$ cat src/rtl/uirq_pkg.sv
package uirq_pkg;

    localparam int NUM_SRC = 5;

    // enable register field positions
    localparam int EN_RXD   = 0;
    localparam int EN_TXE   = 1;
    localparam int EN_LINE  = 2;
    localparam int EN_MDM   = 3;
    localparam int EN_SLEEP = 4;
    localparam int EN_SPC   = 5;
    localparam int EN_RTS   = 6;
    localparam int EN_CTS   = 7;

    typedef enum logic [2:0] {
        LVL_NONE = 3'd0,
        LVL_LINE = 3'd1,
        LVL_RXD  = 3'd2,
        LVL_SPC  = 3'd3,
        LVL_TXE  = 3'd4,
        LVL_MDM  = 3'd5
    } irq_lvl_e;

    typedef struct packed {
        logic     irq;
        irq_lvl_e lvl;
    } irq_state_t;

    typedef struct packed {
        logic spc;
        logic addr;
    } rx_flag_t;

endpackage

$ cat src/rtl/uirq_spchar_match.sv
module uirq_spchar_match
    import uirq_pkg::*;
#(
    parameter int NUM_SPC = 4,
    parameter int CHAR_W  = 9
) (
    input  logic                      clk,
    input  logic                      rst_n,
    input  logic                      det_en,
    input  logic                      nine_bit,
    input  logic                      enh_mode,
    input  logic                      ibfc_en,
    input  logic                      xoff2_en,
    input  logic [CHAR_W-1:0]         rx_char,
    input  logic                      rx_char_valid,
    input  logic                      rx_char_read,
    input  logic [NUM_SPC*CHAR_W-1:0] spc_chars,
    output logic                      spc_flag,
    output logic                      addr_flag
);

    localparam int DATA_W = CHAR_W - 1;

    logic [NUM_SPC-1:0] entry_act;
    logic [NUM_SPC-1:0] entry_hit;
    logic               hit_any;
    rx_flag_t           flag_d, flag_q;
    logic               past_valid_q;

    for (genvar g = 0; g < NUM_SPC; g++) begin : g_entry
        logic [CHAR_W-1:0] val;
        assign val = spc_chars[g*CHAR_W +: CHAR_W];
        if (g == 0) begin : g_first
            assign entry_act[g] = nine_bit | ibfc_en;
        end else if (g == 1) begin : g_second
            assign entry_act[g] = nine_bit | xoff2_en;
        end else begin : g_rest
            assign entry_act[g] = nine_bit;
        end
        assign entry_hit[g] = nine_bit ? (rx_char == val)
                                       : (rx_char[DATA_W-1:0] == val[DATA_W-1:0]);
    end

    assign hit_any = det_en && (nine_bit || enh_mode) && |(entry_act & entry_hit);

    always_comb begin
        flag_d = flag_q;
        if (rx_char_valid) begin
            flag_d.spc  = hit_any;
            flag_d.addr = nine_bit & rx_char[CHAR_W-1];
        end else if (rx_char_read) begin
            flag_d.spc  = 1'b0;
            flag_d.addr = 1'b0;
        end
    end

    always_ff @(posedge clk) begin
        if (!rst_n) begin
            flag_q       <= '0;
            past_valid_q <= 1'b0;
        end else begin
            flag_q       <= flag_d;
            past_valid_q <= 1'b1;
        end
    end

    assign spc_flag  = flag_q.spc;
    assign addr_flag = flag_q.addr;


    spc_clear_on_read_chk: assert property (@(posedge clk) disable iff (!rst_n)
        (past_valid_q && $past(rx_char_read && !rx_char_valid)) |-> !spc_flag);


    no_legacy_detect_chk: assert property (@(posedge clk) disable iff (!rst_n)
        (past_valid_q && $past(rx_char_valid && !enh_mode && !nine_bit)) |-> !spc_flag);

endmodule

$ cat src/rtl/uirq_prio.sv
module uirq_prio
    import uirq_pkg::*;
(
    input  logic [NUM_SRC-1:0] pending,
    output irq_lvl_e           lvl,
    output logic               any
);

    always_comb begin
        lvl = LVL_NONE;
        for (int i = NUM_SRC - 1; i >= 0; i--) begin
            if (pending[i]) begin
                lvl = irq_lvl_e'(3'(i + 1));
            end
        end
    end

    assign any = |pending;

endmodule

$ cat src/rtl/uirq_sleep.sv
module uirq_sleep (
    input  logic clk,
    input  logic rst_n,
    input  logic sleep_en,
    input  logic alt_en,
    input  logic alt_sleep_mode,
    input  logic enh_mode,
    input  logic nine_bit,
    input  logic pending_any,
    input  logic rx_idle,
    output logic sleep_req
);

    logic sleep_d, sleep_q;
    logic past_valid_q;
    logic allow;

    always_comb begin
        allow   = sleep_en | (alt_en & alt_sleep_mode & ~enh_mode & ~nine_bit);
        sleep_d = allow & ~pending_any & rx_idle;
    end

    always_ff @(posedge clk) begin
        if (!rst_n) begin
            sleep_q      <= 1'b0;
            past_valid_q <= 1'b0;
        end else begin
            sleep_q      <= sleep_d;
            past_valid_q <= 1'b1;
        end
    end

    assign sleep_req = sleep_q;


    sleep_needs_idle_chk: assert property (@(posedge clk) disable iff (!rst_n)
        (past_valid_q && sleep_req) |-> $past(rx_idle && !pending_any));

endmodule

$ cat src/rtl/uart_irq_mask.sv
module uart_irq_mask
    import uirq_pkg::*;
#(
    parameter int NUM_SPC = 4,
    parameter int CHAR_W  = 9
) (
    input  logic                      clk,
    input  logic                      rst_n,
    input  logic [7:0]                ier,
    input  logic                      enh_mode,
    input  logic                      nine_bit,
    input  logic                      alt_sleep_mode,
    input  logic                      ibfc_en,
    input  logic                      xoff2_en,
    input  logic [CHAR_W-1:0]         rx_char,
    input  logic                      rx_char_valid,
    input  logic                      rx_char_read,
    input  logic [NUM_SPC*CHAR_W-1:0] spc_chars,
    input  logic                      ev_rx_ready,
    input  logic                      ev_tx_empty,
    input  logic                      ev_line_status,
    input  logic                      ev_modem,
    input  logic                      ev_rts,
    input  logic                      ev_cts,
    input  logic                      rx_idle,
    input  logic                      glb_en,
    output logic                      irq,
    output logic [2:0]                irq_level,
    output logic                      spc_match,
    output logic                      sleep_req
);

    logic               spc_flag, addr_flag;
    logic               spc_on, rts_on, cts_on;
    logic [NUM_SRC-1:0] pending;
    irq_lvl_e           top_lvl;
    logic               pending_any;
    irq_state_t         st_d, st_q;
    logic               past_valid_q;

    assign spc_on = ier[EN_SPC] & (nine_bit | enh_mode);

    uirq_spchar_match #(.NUM_SPC(NUM_SPC), .CHAR_W(CHAR_W)) u_match (
        .clk           (clk),
        .rst_n         (rst_n),
        .det_en        (ier[EN_SPC]),
        .nine_bit      (nine_bit),
        .enh_mode      (enh_mode),
        .ibfc_en       (ibfc_en),
        .xoff2_en      (xoff2_en),
        .rx_char       (rx_char),
        .rx_char_valid (rx_char_valid),
        .rx_char_read  (rx_char_read),
        .spc_chars     (spc_chars),
        .spc_flag      (spc_flag),
        .addr_flag     (addr_flag)
    );

    always_comb begin
        rts_on     = enh_mode ? ier[EN_RTS] : 1'b1;
        cts_on     = enh_mode ? ier[EN_CTS] : 1'b1;
        pending[0] = ier[EN_LINE] & (ev_line_status | (nine_bit & addr_flag));
        pending[1] = ier[EN_RXD] & ev_rx_ready;
        pending[2] = spc_on & spc_flag;
        pending[3] = ier[EN_TXE] & ev_tx_empty;
        pending[4] = (ier[EN_MDM] & ev_modem) | (rts_on & ev_rts) | (cts_on & ev_cts);
    end

    uirq_prio u_prio (
        .pending (pending),
        .lvl     (top_lvl),
        .any     (pending_any)
    );

    uirq_sleep u_sleep (
        .clk            (clk),
        .rst_n          (rst_n),
        .sleep_en       (ier[EN_SLEEP]),
        .alt_en         (ier[EN_SPC]),
        .alt_sleep_mode (alt_sleep_mode),
        .enh_mode       (enh_mode),
        .nine_bit       (nine_bit),
        .pending_any    (pending_any),
        .rx_idle        (rx_idle),
        .sleep_req      (sleep_req)
    );

    always_comb begin
        st_d     = st_q;
        st_d.lvl = top_lvl;
        st_d.irq = pending_any & glb_en;
    end

    always_ff @(posedge clk) begin
        if (!rst_n) begin
            st_q         <= '{irq: 1'b0, lvl: LVL_NONE};
            past_valid_q <= 1'b0;
        end else begin
            st_q         <= st_d;
            past_valid_q <= 1'b1;
        end
    end

    assign irq       = st_q.irq;
    assign irq_level = st_q.lvl;
    assign spc_match = spc_flag;


    irq_gate_chk: assert property (@(posedge clk) disable iff (!rst_n)
        (past_valid_q && irq) |-> $past(glb_en));


    rxd_source_chk: assert property (@(posedge clk) disable iff (!rst_n)
        (past_valid_q && irq_level == 3'd2) |-> $past(ier[0] && ev_rx_ready));


    rts_cts_forced_chk: assert property (@(posedge clk) disable iff (!rst_n)
        (past_valid_q && $past(!enh_mode && (ev_rts || ev_cts))) |-> irq_level != 3'd0);


    line_top_chk: assert property (@(posedge clk) disable iff (!rst_n)
        (past_valid_q && $past(ier[2] && ev_line_status)) |-> irq_level == 3'd1);


    sleep_quiet_chk: assert property (@(posedge clk) disable iff (!rst_n)
        sleep_req |-> irq_level == 3'd0);

endmodule

$ cat config.mk
export PLATFORM = sky130hd
export DESIGN_NAME = uart_irq_mask
export DESIGN_NICKNAME = d
export VERILOG_FILES = /design/src/rtl/uirq_pkg.sv /design/src/rtl/uirq_spchar_match.sv /design/src/rtl/uirq_prio.sv /design/src/rtl/uirq_sleep.sv /design/src/rtl/uart_irq_mask.sv
export SDC_FILE = /design/constraint.sdc
export NUM_CORES = 1
export LEC_CHECK = 0
export BUFFER_PORTS_ARGS = -buffer_cell sky130_fd_sc_hd__buf_4
export CAP_MARGIN = 20
export CORE_ASPECT_RATIO = 1.25
export CORE_MARGIN = 2
export CORE_UTILIZATION = 36
export DETAILED_ROUTE_END_ITERATION = 16
export PLACE_DENSITY = 0.82
export SLEW_MARGIN = 20
export SYNTH_ARGS = -nofsm -noshare
export SYNTH_HDL_FRONTEND = slang
export SYNTH_HIERARCHICAL = 1
export SYNTH_SLANG_ARGS = --single-unit
$ cat constraint.sdc
create_clock -name clk -period 1.65 [get_ports clk]
set_input_delay 0.165 -clock clk [delete_from_list [all_inputs] [get_ports clk]]
set_output_delay 0.165 -clock clk [all_outputs]
set_load 0.005 [all_outputs]
Word level (Yosys, flattened, before mapping)
Index checks and enable logic that the tools add are counted.
Word-level totals
  logic and storage cells: 64
  flip-flop bits (word level): 7
  output and inout port bits: 6
  bits in latches: 0
  bits in read-only memories: 0
  memories: 0
  RAM bits: 0
Cells by class
  div/mod/pow operators: 0
  order comparisons: 0
  reductions and logical operators: 8
  muxes and demuxes: 13
  eq/ne operators: 8
  shifts and indexed selects: 0
  $add $sub $neg: 0
  multiply operators: 0
  bitwise gates (word level): 28
Operator list (count)
  == test 9 bit: 4
  == test 8 bit: 4
  bitwise AND 1 bit: 16
  2-to-1 mux 2 bit: 4
  OR reduction 4 bit: 2
  2-to-1 mux 1 bit: 7
  OR 1 bit: 7
  2-to-1 mux 3 bit: 2
  OR reduction 5 bit: 1
  bitwise AND 4 bit: 1
  NOT 1 bit: 4
  logical AND 1 bit: 2
  nonzero test 2 bit: 1
  OR reduction 2 bit: 1
  logical OR 1 bit: 1

Depth between registers and ports, before layout
  depth in word-level cells: 9
  mapped depth: 6
  gate-level depth less buffers: 6

Cells and area by module
The synthesis kept the hierarchy.
By module, submodules not included
  uirq_spchar_match: cells each 61, instances 1, area an instance 531.8 µm², seq. area each 40.0 µm²
  uart_irq_mask: cells each 16, instances 1, area an instance 157.7 µm², seq. area each 80.1 µm²
  uirq_sleep: cells each 4, instances 1, area an instance 47.5 µm², seq. area each 20.0 µm²
  uirq_prio: cells each 8, instances 1, area an instance 45.0 µm², seq. area each 0.0 µm²

Worst setup path before layout
No wires, ideal clock.
  kind: input-to-reg
  start: input ev_rts
  end: register st_q (netlist bit irq_level[0])
  slack: 0.444 ns
  setup time: 0.115 ns
  data arrival time: 1.091 ns
  stages on the path: 5
  required time: 1.535 ns
  cell sequence: a222oi_1 -> o21ai_1 -> nor3b_1 -> a211o_1 -> and2_1
RTL lines
  start: declaration: line uart_irq_mask.sv:23  | input logic ev_rts,
  end signal: assignment: line uart_irq_mask.sv:96  | st_q <= '{irq: 1'b0, lvl: LVL_NONE};
  end signal: assignment: line uart_irq_mask.sv:99  | st_q <= st_d;
  end: declaration: line uart_irq_mask.sv:38  | irq_state_t st_d, st_q;

==> key figures <==
Placement
  • Pre-CTS WS: 0.259 ns
  • Placer Congestion: 0.777
  • Placed Cells: 182
  • Port bufs: 75
  • Post-DP HPWL: 2120 um

CTS
  • Postcts setup bufs: 0
  • Clk Latency, worst-skew pair: 0.26 ns
  • Clock slew at reported path FFs: 0.05 ns
  • # clock sinks: 7
  • Total CTS buffers: 3
  • H-tree Lvls: 1
  • Max Root-Sink Buffers: 2
  • Clk root buf: clkbuf_4
  • Hold buffers post-CTS: 0
  • Post_cts resized: 0
  • CTS tree: done

Setup path
  • Worst R2R Path Depth: 5
  • Worst setup EP type: flop
  • Critical Path AT: 1.27 ns
  • Max FO, Critical Path: 2
  • CP required: 1.80 ns
  • R2R Setup Slk: 0.60 ns
  • CP startpoint kind: primary input
  • CP Class: primary input to flop

Cells and area
  • NumNets Final: 237
  • Non-Filler Instances: 186
  • Fillcell total: 159
  • Area growth syn-to-layout: 76.5%
  • Ant diodes: 0
  • Util after Layout: 68.9%
  • Most common cell after layout, fill and taps aside: buf_4
  • Layout cells sized above 1: 48.8%
  • Commonest non-fill, non-tap cells in the layout: 75 x buf_4, 20 x xnor2_1, 16 x xor2_1, 7 x dfxtp_1, 6 x nand4_1

Routing
  • Routed len/inst: 12.7 um
  • Vias: 987
  • DR WL met2: 1130 um
  • Via density per instance: 5.31
  • WL final: 2350 um
  • WL met1: 814 um
  • Final ANT Viol Nets: 0
  • Initial drt markers: 16
  • Drt first pass iters: 4
  • Remaining DRCs: 0
  • Met3 WL: 341 um
  • Top layer in use: met4

Floorplan
  • Die area: 2560 um^2
  • Core Area: 2000 um^2
  • Ports: 76
  • Rows: 18
  • Chip width: 45.7 um
  • Initial core utilization: 39.0%
  • Die Y: 56.1 um

STA
  • Final min period: 1.12 ns
  • Setup violators final: 0
  • Worst slew pin tran: 0.266 ns
  • Final Cycle Share: 67.8%
  • Setup_tns: 0 ns
  • Clk_skew: 0.00342 ns
  • Highest clock rate: 894 MHz
  • RSZ-0062 raised after global routing: no
  • Setup slack after layout: 0.531 ns
  • Endpoints failing hold: 0
  • Relative max-transition margin: 82.1%
  • Final Slew Violations: 0

Synthesis
  • Synthesized area: 782 um^2
  • #FFs+latches synth: 7
  • Dominant cell type by area after synthesis: xnor2_1
  • Post-synthesis sequential area ratio: 17.9%
  • Top cells by area, synth: xnor2_1 22%, dfxtp_1 18%, xor2_1 18%
  • Share of flip-flops with an asynchronous set or reset: 0%
  • Synth unique cells: 29
  • Share of Yosys cell area claimed by the top area cell type: 22.4%
  • Mapped Cells: 89
  • Main flop type after synthesis: dfxtp_1
  • Post-synth EDFFs: 0
  • Synthesized Nets: 159
  • Synth Warn #: 6
  • Syn Area/Cell: 8.79 um^2

Pwr
  • Worst vdd ir: 0.000237 V
  • P_leak: 0.000654 uW
  • Pwr dens: 451 nW/um^2
  • Overall power: 622 uW

GRT
  • Vias in the first global route: 1036
  • GR Util All Layers: 19.7%
  • Antenna violations before repair: 0
  • First-pass GRT wire length: 3800 um
  • Total gr overflow: 0
  • Largest net degree at the start of global routing: 10

Worst hold path
  • WHS Path Cells: 2
  • Worst min-delay path category: primary input to flop

Status
  • Outcome: complete, no violations

Run
  • Max-cap violations: 0
==> report_power, final <==
group / internal (uW) / switching [uW] / leakage [uW]
sequential: 177 / 2.13 / 0.0000574
combinational: 182 / 103 / 0.000581
clock: 92.4 / 64.9 / 0.0000150
==> critical path, cell delays in order <==
cell      delay [ns]
buf_4           0.11
a222oi_1        0.31
o21ai_1         0.12
nor3b_1         0.15
a211o_1         0.26
and2_1          0.15
==> Yosys cell counts, drive strengths merged, types with 4 or more instances <==
library cell   n
dfxtp          7
nor4           5
nor2           4
and2           5
xor2          16
xnor2         20
nand4          6
==> final timing paths <==
kind | to | start
worst max-delay path | irq_level[0] | ev_rts
worst min-delay path | irq | glb_en
worst max register to register | u_sleep/sleep_req | u_match/addr_flag
worst min register to register | u_match/spc_flag | u_match/spc_flag
==> cells by family after synthesis <==
| family | share of synthesized area (%) |
|---|---|
| compound gates | 9.44 |
| xor+xnor | 40.3 |
| buf+inv | 3.04 |
| flops | 17.9 |
| mux | 2.56 |
| simple gates | 26.7 |
==> layer usage <==
layer	vias up	global-route usage (%)
met5	-	0
met4	0	11.8
met3	8	6.17
met2	80	35.4
met1	426	17.9
li1	473	-
==> area by class of cell <==
type                            count  area (um^2)  share of cell area (%)
Timing Repair Buffer               75          563                    40.8
Tap cell                           20         25.0                    1.81
Clock buffer                        4         26.3                    1.90
Multi-Input combinational cell     78          618                    44.8
Inverter                            2         7.51                   0.544
Sequential cell                     7          140                    10.2
==> metrics by stage <==
step                hold slack, ns  instance area, um^2
finish                       0.143                 1380
CTS                          0.144                 1380
floorplan                    0.287                  782
global route                 0.163                 1380
global placement             0.406                 1350
detailed placement           0.409                 1350
==> sequential cells by signal, summed over array words and instances (netlist names) <==
name               flops
irq                    1
u_match/addr_flag      1
irq_level              3
u_sleep/sleep_req      1
u_match/spc_flag       1
No activity file was read; power rests on OpenSTA's default activity.
